===== src/rtl/cpidm_pkg.sv =====
package cpidm_pkg;
  typedef enum logic {
    MODE_DYN = 1'b0,
    MODE_FIX = 1'b1
  } slot_mode_e;
endpackage


===== src/rtl/cpidm_pick.sv =====
module cpidm_pick #(
  parameter int N = 8,
  localparam int IW = $clog2(N)
) (
  input  logic [N-1:0]  vec,
  output logic          found,
  output logic [IW-1:0] idx
);
  always_comb begin
    found = |vec;
    idx   = '0;
    for (int i = N - 1; i >= 0; i--) begin
      if (vec[i]) idx = IW'(i);
    end
  end
endmodule


===== src/rtl/cpidm_chan.sv =====
module cpidm_chan
  import cpidm_pkg::*;
#(
  parameter int IN_ID_W      = 12,
  parameter int OUT_ID_W     = 3,
  parameter int USER_W       = 5,
  parameter int PAGE_W       = 2,
  parameter int ADDR_W       = 32,
  parameter int CNT_W        = 3,
  parameter int FIRST_SLOT   = 2,
  parameter int RST_FIX_SLOT = 2,
  parameter int RST_FIX_ID   = 'h004
) (
  input  logic                clk,
  input  logic                rst,
  input  logic                req_valid,
  output logic                req_ready,
  input  logic [IN_ID_W-1:0]  req_id,
  input  logic [ADDR_W-1:0]   req_addr,
  input  logic [USER_W-1:0]   req_user,
  output logic                out_valid,
  output logic [OUT_ID_W-1:0] out_id,
  output logic [ADDR_W-1:0]   out_addr,
  output logic [USER_W-1:0]   out_user,
  input  logic                done_valid,
  input  logic [OUT_ID_W-1:0] done_id,
  input  logic                cfg_we,
  input  logic                cfg_dyn_opt,
  input  logic [OUT_ID_W-1:0] cfg_slot,
  input  logic                cfg_fixed,
  input  logic [IN_ID_W-1:0]  cfg_in_id,
  input  logic [PAGE_W-1:0]   cfg_page,
  input  logic [USER_W-1:0]   cfg_user
);
  localparam int NSLOT = 1 << OUT_ID_W;
  localparam int OFS_W = ADDR_W - PAGE_W;
  localparam logic [CNT_W-1:0] CNT_MAX = '1;

  slot_mode_e         mode     [NSLOT];
  logic [IN_ID_W-1:0] fix_id   [NSLOT];
  logic [PAGE_W-1:0]  fix_page [NSLOT];
  logic [USER_W-1:0]  fix_user [NSLOT];
  logic [IN_ID_W-1:0] bnd_id   [NSLOT];
  logic [CNT_W-1:0]   cnt      [NSLOT];
  logic [PAGE_W-1:0]  dyn_page;
  logic [USER_W-1:0]  dyn_user;

  logic [NSLOT-1:0] fix_vec, bnd_vec, free_vec, inc_v, dec_v;
  logic fix_found, bnd_found, free_found;
  logic [OUT_ID_W-1:0] fix_idx, bnd_idx, free_idx, sel;
  logic sel_fix, ready_c, accept, pass_user;
  logic [PAGE_W-1:0] sel_page;
  logic [USER_W-1:0] sel_user;
  logic unused_hi;

  assign unused_hi = &{1'b0, req_addr[ADDR_W-1:OFS_W]};

  for (genvar s = 0; s < NSLOT; s++) begin : g_vec
    if (s < FIRST_SLOT) begin : g_rsvd
      assign fix_vec[s]  = 1'b0;
      assign bnd_vec[s]  = 1'b0;
      assign free_vec[s] = 1'b0;
      assign inc_v[s]    = 1'b0;
      assign dec_v[s]    = 1'b0;
    end else begin : g_live
      assign fix_vec[s]  = (mode[s] == MODE_FIX) && (fix_id[s] == req_id);
      assign bnd_vec[s]  = (mode[s] == MODE_DYN) && (cnt[s] != '0) && (bnd_id[s] == req_id);
      assign free_vec[s] = (mode[s] == MODE_DYN) && (cnt[s] == '0);
      assign inc_v[s]    = accept && !sel_fix && (sel == OUT_ID_W'(s));
      assign dec_v[s]    = done_valid && (done_id == OUT_ID_W'(s)) &&
                           (mode[s] == MODE_DYN) && (cnt[s] != '0);
    end
  end

  cpidm_pick #(.N(NSLOT)) u_pick_fix  (.vec(fix_vec),  .found(fix_found),  .idx(fix_idx));
  cpidm_pick #(.N(NSLOT)) u_pick_bnd  (.vec(bnd_vec),  .found(bnd_found),  .idx(bnd_idx));
  cpidm_pick #(.N(NSLOT)) u_pick_free (.vec(free_vec), .found(free_found), .idx(free_idx));

  // Fixed binding first, then an existing pooled binding, then a free slot.
  always_comb begin
    ready_c = 1'b0;
    sel     = '0;
    sel_fix = 1'b0;
    if (fix_found) begin
      ready_c = 1'b1;
      sel     = fix_idx;
      sel_fix = 1'b1;
    end else if (bnd_found) begin
      ready_c = (cnt[bnd_idx] != CNT_MAX);
      sel     = bnd_idx;
    end else if (free_found) begin
      ready_c = 1'b1;
      sel     = free_idx;
    end
  end

  assign req_ready = ready_c & ~rst;
  assign accept    = req_valid & req_ready;
  assign pass_user = (req_id[IN_ID_W-1] == 1'b0) && (req_id[2:0] == 3'b000);
  assign sel_page  = sel_fix ? fix_page[sel] : dyn_page;
  assign sel_user  = pass_user ? req_user : (sel_fix ? fix_user[sel] : dyn_user);

  always_ff @(posedge clk) begin
    if (rst) begin
      for (int s = 0; s < NSLOT; s++) begin
        mode[s]     <= (s == RST_FIX_SLOT) ? MODE_FIX : MODE_DYN;
        fix_id[s]   <= (s == RST_FIX_SLOT) ? IN_ID_W'(RST_FIX_ID) : '0;
        fix_page[s] <= '0;
        fix_user[s] <= '0;
        bnd_id[s]   <= '0;
        cnt[s]      <= '0;
      end
      dyn_page <= '0;
      dyn_user <= '0;
    end else begin
      for (int s = 0; s < NSLOT; s++) begin
        if (cfg_we && !cfg_dyn_opt && (cfg_slot == OUT_ID_W'(s))) begin
          mode[s]     <= slot_mode_e'(cfg_fixed);
          fix_id[s]   <= cfg_in_id;
          fix_page[s] <= cfg_page;
          fix_user[s] <= cfg_user;
          cnt[s]      <= '0;
        end else begin
          if (inc_v[s]) bnd_id[s] <= req_id;
          cnt[s] <= cnt[s] + {{(CNT_W-1){1'b0}}, inc_v[s]} - {{(CNT_W-1){1'b0}}, dec_v[s]};
        end
      end
      if (cfg_we && cfg_dyn_opt) begin
        dyn_page <= cfg_page;
        dyn_user <= cfg_user;
      end
    end
  end

  always_ff @(posedge clk) begin
    if (rst) begin
      out_valid <= 1'b0;
      out_id    <= '0;
      out_addr  <= '0;
      out_user  <= '0;
    end else begin
      out_valid <= accept;
      if (accept) begin
        out_id   <= sel;
        out_addr <= {sel_page, req_addr[OFS_W-1:0]};
        out_user <= sel_user;
      end
    end
  end

  assert_out_id_legal_R3: assert property (@(posedge clk) disable iff (rst)
    out_valid |-> (out_id >= OUT_ID_W'(FIRST_SLOT)));

  assert_out_follows_accept_R11: assert property (@(posedge clk) disable iff (rst)
    (req_valid && req_ready) |=> out_valid);

  assert_no_spurious_out_R11: assert property (@(posedge clk) disable iff (rst)
    !(req_valid && req_ready) |=> !out_valid);

  assert_addr_offset_kept_R7: assert property (@(posedge clk) disable iff (rst)
    (req_valid && req_ready) |=> (out_addr[OFS_W-1:0] == $past(req_addr[OFS_W-1:0])));
endmodule


===== src/rtl/coh_id_mapper.sv =====
module coh_id_mapper #(
  parameter int IN_ID_W    = 12,
  parameter int OUT_ID_W   = 3,
  parameter int USER_W     = 5,
  parameter int PAGE_W     = 2,
  parameter int ADDR_W     = 32,
  parameter int CNT_W      = 3,
  parameter int FIRST_SLOT = 2,
  parameter int FIX_LAST   = 6,
  parameter int RST_FIX_ID = 'h004
) (
  input  logic                clk,
  input  logic                rst,
  input  logic                rd_req_valid,
  output logic                rd_req_ready,
  input  logic [IN_ID_W-1:0]  rd_req_id,
  input  logic [ADDR_W-1:0]   rd_req_addr,
  input  logic [USER_W-1:0]   rd_req_user,
  output logic                rd_out_valid,
  output logic [OUT_ID_W-1:0] rd_out_id,
  output logic [ADDR_W-1:0]   rd_out_addr,
  output logic [USER_W-1:0]   rd_out_user,
  input  logic                rd_done_valid,
  input  logic [OUT_ID_W-1:0] rd_done_id,
  input  logic                wr_req_valid,
  output logic                wr_req_ready,
  input  logic [IN_ID_W-1:0]  wr_req_id,
  input  logic [ADDR_W-1:0]   wr_req_addr,
  input  logic [USER_W-1:0]   wr_req_user,
  output logic                wr_out_valid,
  output logic [OUT_ID_W-1:0] wr_out_id,
  output logic [ADDR_W-1:0]   wr_out_addr,
  output logic [USER_W-1:0]   wr_out_user,
  input  logic                wr_done_valid,
  input  logic [OUT_ID_W-1:0] wr_done_id,
  input  logic                cfg_we,
  input  logic                cfg_chan,
  input  logic                cfg_dyn_opt,
  input  logic [OUT_ID_W-1:0] cfg_slot,
  input  logic                cfg_fixed,
  input  logic [IN_ID_W-1:0]  cfg_in_id,
  input  logic [PAGE_W-1:0]   cfg_page,
  input  logic [USER_W-1:0]   cfg_user,
  output logic                cfg_err
);
  localparam int NCH = 2;

  logic [NCH-1:0]      q_v, q_r, o_v, d_v, ch_we;
  logic [IN_ID_W-1:0]  q_id   [NCH];
  logic [ADDR_W-1:0]   q_addr [NCH];
  logic [USER_W-1:0]   q_user [NCH];
  logic [OUT_ID_W-1:0] o_id   [NCH];
  logic [ADDR_W-1:0]   o_addr [NCH];
  logic [USER_W-1:0]   o_user [NCH];
  logic [OUT_ID_W-1:0] d_id   [NCH];
  logic cfg_bad;

  assign q_v       = {wr_req_valid, rd_req_valid};
  assign d_v       = {wr_done_valid, rd_done_valid};
  assign q_id[0]   = rd_req_id;
  assign q_id[1]   = wr_req_id;
  assign q_addr[0] = rd_req_addr;
  assign q_addr[1] = wr_req_addr;
  assign q_user[0] = rd_req_user;
  assign q_user[1] = wr_req_user;
  assign d_id[0]   = rd_done_id;
  assign d_id[1]   = wr_done_id;

  assign rd_req_ready = q_r[0];
  assign wr_req_ready = q_r[1];
  assign rd_out_valid = o_v[0];
  assign wr_out_valid = o_v[1];
  assign rd_out_id    = o_id[0];
  assign wr_out_id    = o_id[1];
  assign rd_out_addr  = o_addr[0];
  assign wr_out_addr  = o_addr[1];
  assign rd_out_user  = o_user[0];
  assign wr_out_user  = o_user[1];

  // Reserved slots and a fixed top slot are refused.
  assign cfg_bad = cfg_we && !cfg_dyn_opt &&
                   ((cfg_slot < OUT_ID_W'(FIRST_SLOT)) ||
                    (cfg_fixed && (cfg_slot > OUT_ID_W'(FIX_LAST))));

  for (genvar c = 0; c < NCH; c++) begin : g_ch
    assign ch_we[c] = cfg_we && !cfg_bad && (cfg_chan == c[0]);

    cpidm_chan #(
      .IN_ID_W(IN_ID_W), .OUT_ID_W(OUT_ID_W), .USER_W(USER_W),
      .PAGE_W(PAGE_W), .ADDR_W(ADDR_W), .CNT_W(CNT_W),
      .FIRST_SLOT(FIRST_SLOT), .RST_FIX_SLOT(FIRST_SLOT), .RST_FIX_ID(RST_FIX_ID)
    ) u_chan (
      .clk(clk), .rst(rst),
      .req_valid(q_v[c]), .req_ready(q_r[c]), .req_id(q_id[c]),
      .req_addr(q_addr[c]), .req_user(q_user[c]),
      .out_valid(o_v[c]), .out_id(o_id[c]), .out_addr(o_addr[c]), .out_user(o_user[c]),
      .done_valid(d_v[c]), .done_id(d_id[c]),
      .cfg_we(ch_we[c]), .cfg_dyn_opt(cfg_dyn_opt), .cfg_slot(cfg_slot),
      .cfg_fixed(cfg_fixed), .cfg_in_id(cfg_in_id), .cfg_page(cfg_page), .cfg_user(cfg_user)
    );
  end

  always_ff @(posedge clk) begin
    if (rst) cfg_err <= 1'b0;
    else     cfg_err <= cfg_bad;
  end

  assert_err_on_reserved_R10: assert property (@(posedge clk) disable iff (rst)
    (cfg_we && !cfg_dyn_opt && (cfg_slot < OUT_ID_W'(FIRST_SLOT))) |=> cfg_err);

  assert_err_needs_write_R10: assert property (@(posedge clk) disable iff (rst)
    !cfg_we |=> !cfg_err);
endmodule


===== config.mk =====
export PLATFORM = sky130hd
export DESIGN_NAME = coh_id_mapper
export DESIGN_NICKNAME = d
export VERILOG_FILES = /design/src/rtl/cpidm_pkg.sv /design/src/rtl/cpidm_pick.sv /design/src/rtl/cpidm_chan.sv /design/src/rtl/coh_id_mapper.sv
export SDC_FILE = /design/constraint.sdc
export NUM_CORES = 1
export LEC_CHECK = 0
export ABC_AREA = 1
export BUFFER_PORTS_ARGS = -buffer_cell sky130_fd_sc_hd__buf_2
export CORE_MARGIN = 2
export CORE_UTILIZATION = 35
export DETAILED_ROUTE_END_ITERATION = 7
export SYNTH_ARGS = -nofsm -noshare
export SYNTH_HDL_FRONTEND = slang
export SYNTH_SLANG_ARGS = --single-unit

===== constraint.sdc =====
create_clock -name clk -period 5.15 [get_ports clk]
set_input_delay 0.7725 -clock clk [delete_from_list [all_inputs] [get_ports clk]]
set_output_delay 0.7725 -clock clk [all_outputs]
set_load 0.03 [all_outputs]

==> impl_results.md <==
* Layout Nets at about 4100
* Largest net degree at the start of global routing at a little over 90
* Share of the synthesized area in the top cell type at 0.4542
* Final Hold Violating Endpoints at 0
* #FFs+latches synth at 545
* Worst-Margin Slew at between 1 and 1.5 ns
* Resized cells post-CTS at 0
* Core Rows at about 110
* Power per cell area at 325.7 mW/mm^2
* CTS Buf Count at ~60
* Final core occ at 0.4072
* Hold depth at 3
* Vias in the first global route at 22940
* CP Data Required Time at approximately 5.5 ns
* Commonest cells after routing, fill and taps aside: 1105 x nand2_1, 567 x nor2_1, 446 x edfxtp_1
* Worst-case clock buffer depth at 3
* Dominant cell type by area after synthesis: edfxtp_1
* CP endpoint kind: flip-flop
* Gp weighted congestion at 0.9184
* First-pass GRT wire length at between 100000 and 150000 um
* Yosys warnings at 0
* Setup Buffers After CTS at 0
* Fill cells at ~8500
* Startpoint types: primary input
* R2r endpoint: g_ch[0].u_chan.cnt[7][2]$_SDFFCE_PP0P_
* Hold WS at 0.3289 ns
* Area of the mapped netlist at 0.02949 sq mm
* FF-to-FF Start: g_ch[0].u_chan.mode[4]$_SDFFCE_PN0P_
* Core ar. at 0.08356 sq mm
* Routed wl met3 at a little under 8000 um
* Post-route ant nets at 0
* Sequential fraction of the synthesis area at 0.5214
* Leakage power at roughly 16 nW
* Clock transition at path regs at around 0.060 ns
* VDD IR max at 0.2323 mV
* Initial antenna violation count at 5
* Number of max-cap violations at 0
* HP Start: wr_req_addr[16]
* Post-synth ARST share at 0
* R2R Setup Slk at 1.02 ns
* Synth cell types at between 40 and 50
* Overflow after GRT at 0
* Vias per cell at roughly 4.9
* Top routing layer used: met5
* Slew Limit Fails at 0
* Io pins at 221
* FF-to-FF path depth at 18
* Type of the worst setup path: primary input to flip-flop
* Path type of the worst min-delay path: primary input to flip-flop
* H-tree depth at 2
* Overall via count from detail_route at 24480
* PortBufs at between 200 and 250
* Critical path arrival at 4.52 ns
* Commonest non-fill, non-tap cell in the layout: nand2_1
* Met2 Routed Length at between 40000 and 50000 um
* CP max FO at 9
* Per-cell routed wire length at between 15 and 20 um
* Ys flop type: edfxtp_1
* First-pass iteration count of the detailed router at 7
* Total GRT Usage at 0.2088
* Status: finished clean
* Area of the multi-input gates at between 0.01 and 0.015 sq mm
* Antenna fix cells at 0
* M1 WL at about 40000 um
* Die area at ~0.087 sq mm
* Setup WS pre-CTS at 0.4360 ns
* Layout cells sized above 1 at 0.1347
* Number of flops mapped to enable cells by yosys at about 450
* DRC at 0
* Clk root buf: clkbuf_16
* Hpwl dp at between 60000 and 70000 um
* Clock Skew at between 0.009 and 0.01 ns
* WHS Endpoint: g_ch[1].u_chan.out_addr[16]$_SDFFE_PP0N_
* Final WS setup at roughly 0.98 ns
* Final Cycle Share at 0.8096
* Hold buffer count at CTS at 0
* Register Area at 0.01537 sq mm
* Top area cells in the synthesized netlist: edfxtp_1 45%, nand2_1 14%, nor2_1 7.2%
* Clk_lat worst skew at approximately 0.63 ns
* RSZ-0062 raised after global routing: no
* Die width at ~290 um
* Mean post-synth cell area at 8.222 sq um
* Max_slew headroom at 0.2474
* CTS sink count at around 550
* Layout overhead on the synthesized area at 15.39%
* Setup TNS at 0 ns
* Count of final setup violators at 0
* Starting Density at 0.3529
* Cells after Synth at approximately 3600
* Iter 0 DRT Violations at approximately 2000
* DIE HEIGHT at around 300 um
* Routed WL at 91410 um
* F_max at 239.8 MHz
* TritonCTS clock tree: done
* Min Tclk post-route at between 4 and 5 ns
flip-flops by register name, summed over array words and instances (netlist names), 12 cells and up:
register / count
g_ch.u_chan.fix_page: 32
g_ch.u_chan.mode: 12
g_ch.u_chan.fix_user: 80
g_ch.u_chan.fix_id: 144
g_ch.u_chan.bnd_id: 144
g_ch.u_chan.cnt: 36
g_ch.u_chan.out_addr: 64
synthesized netlist by cell type (2+ instances only):
cell type / count
nand3_2: 5
nand3b_1: 15
or2_2: 15
nand4_1: 52
ha_1: 24
xor2_1: 79
nor2_1: 567
buf_1: 5
o21ai_2: 2
nor3_1: 61
buf_6: 17
o31ai_1: 2
buf_4: 23
nand2_1: 1105
nand3_4: 2
or2_1: 5
fa_1: 12
nor3_2: 35
o21ai_0: 52
o22ai_1: 2
nand3_1: 246
nor2_2: 14
a22oi_1: 2
conb_1: 2
nand2b_1: 2
nor3b_1: 6
nor4_1: 31
a31oi_1: 2
inv_2: 26
clkinv_1: 2
xnor2_1: 62
dfxtp_1: 99
nor2_4: 4
clkbuf_1: 38
edfxtp_1: 446
inv_1: 410
nand2_2: 17
a21oi_1: 35
buf_2: 52
worst max-delay path, stage by stage:
cell,delay (ns)
buf_2,0.33
inv_2,0.21
nand2_1,0.10
nand2_1,0.07
nor4_1,0.29
nand3_1,0.24
nand2_1,0.15
nand2_1,0.07
nand2_2,0.11
nand2_1,0.10
nand3_1,0.09
nand3_1,0.07
nand2_1,0.07
nand2_1,0.06
nand2_2,0.10
nand3_4,0.11
nor2_1,0.30
nand2_1,0.11
ha_1,0.29
inv_1,0.04
ha_1,0.20
fa_1,0.41
xor2_1,0.16
nor2_1,0.06
metal layers:
layer  up-vias  GRT usage
li1      11970          -
met1     11400     0.2873
met2       948     0.3346
met3       150    0.03861
met4        10    0.06122
met5         -          0
cell type report:
cell class | count | share of cell area
clock buffers | 68 | 0.04623
clock inverters | 43 | 0.01052
inverters | 440 | 0.04873
multi-input cells | 2527 | 0.3499
flip-flops and latches | 545 | 0.4519
well taps | 1080 | 0.03972
repair buffers | 312 | 0.05303
worst max-delay path by stage:
stage,to,slack (ns),cells after the start,startpoint
global route,g_ch[0].u_chan.cnt[7][2]$_SDFFCE_PP0P_,0.67,24,rd_req_id[2]
detailed placement,g_ch[0].u_chan.cnt[7][2]$_SDFFCE_PP0P_,0.44,27,rd_req_id[0]
CTS,g_ch[0].u_chan.cnt[7][2]$_SDFFCE_PP0P_,1.10,27,rd_req_id[0]
global placement,g_ch[0].u_chan.cnt[7][2]$_SDFFCE_PP0P_,0.48,27,rd_req_id[0]
floorplan,g_ch[0].u_chan.cnt[6][2]$_SDFFCE_PP0P_,1.20,24,rd_req_id[2]
finish,g_ch[0].u_chan.cnt[7][2]$_SDFFCE_PP0P_,0.98,24,rd_req_id[2]
logic make-up after synthesis:
kind of cell,Yosys count,synth area share
adder cells (fa/ha/maj),36,0.01833
AND/OR/NAND/NOR,2186,0.3170
other,2,0.0002547
XOR/XNOR,141,0.04188
flip-flops,545,0.5214
buffers and inverters,576,0.08304
AO/OA/AOI/OAI,100,0.01803
power by group:
part,leakage (nW),total (mW),switching (mW),internal [mW]
Clock,0.954,4.29,1.85,2.43
Combinational,9.56,1.60,1.12,0.479
Sequential,5.21,5.19,0.132,5.06
metrics by stage:
step,instances,cell area (sq um),power (mW)
after floorplan,3648,29720,6.337
after global placement,4904,32090,6.863
after detailed placement,4904,32090,6.879
after CTS,5015,34020,11.16
after global routing,5015,34020,11.54
final,5015,34020,11.08
(Power assumes the default switching activity.)
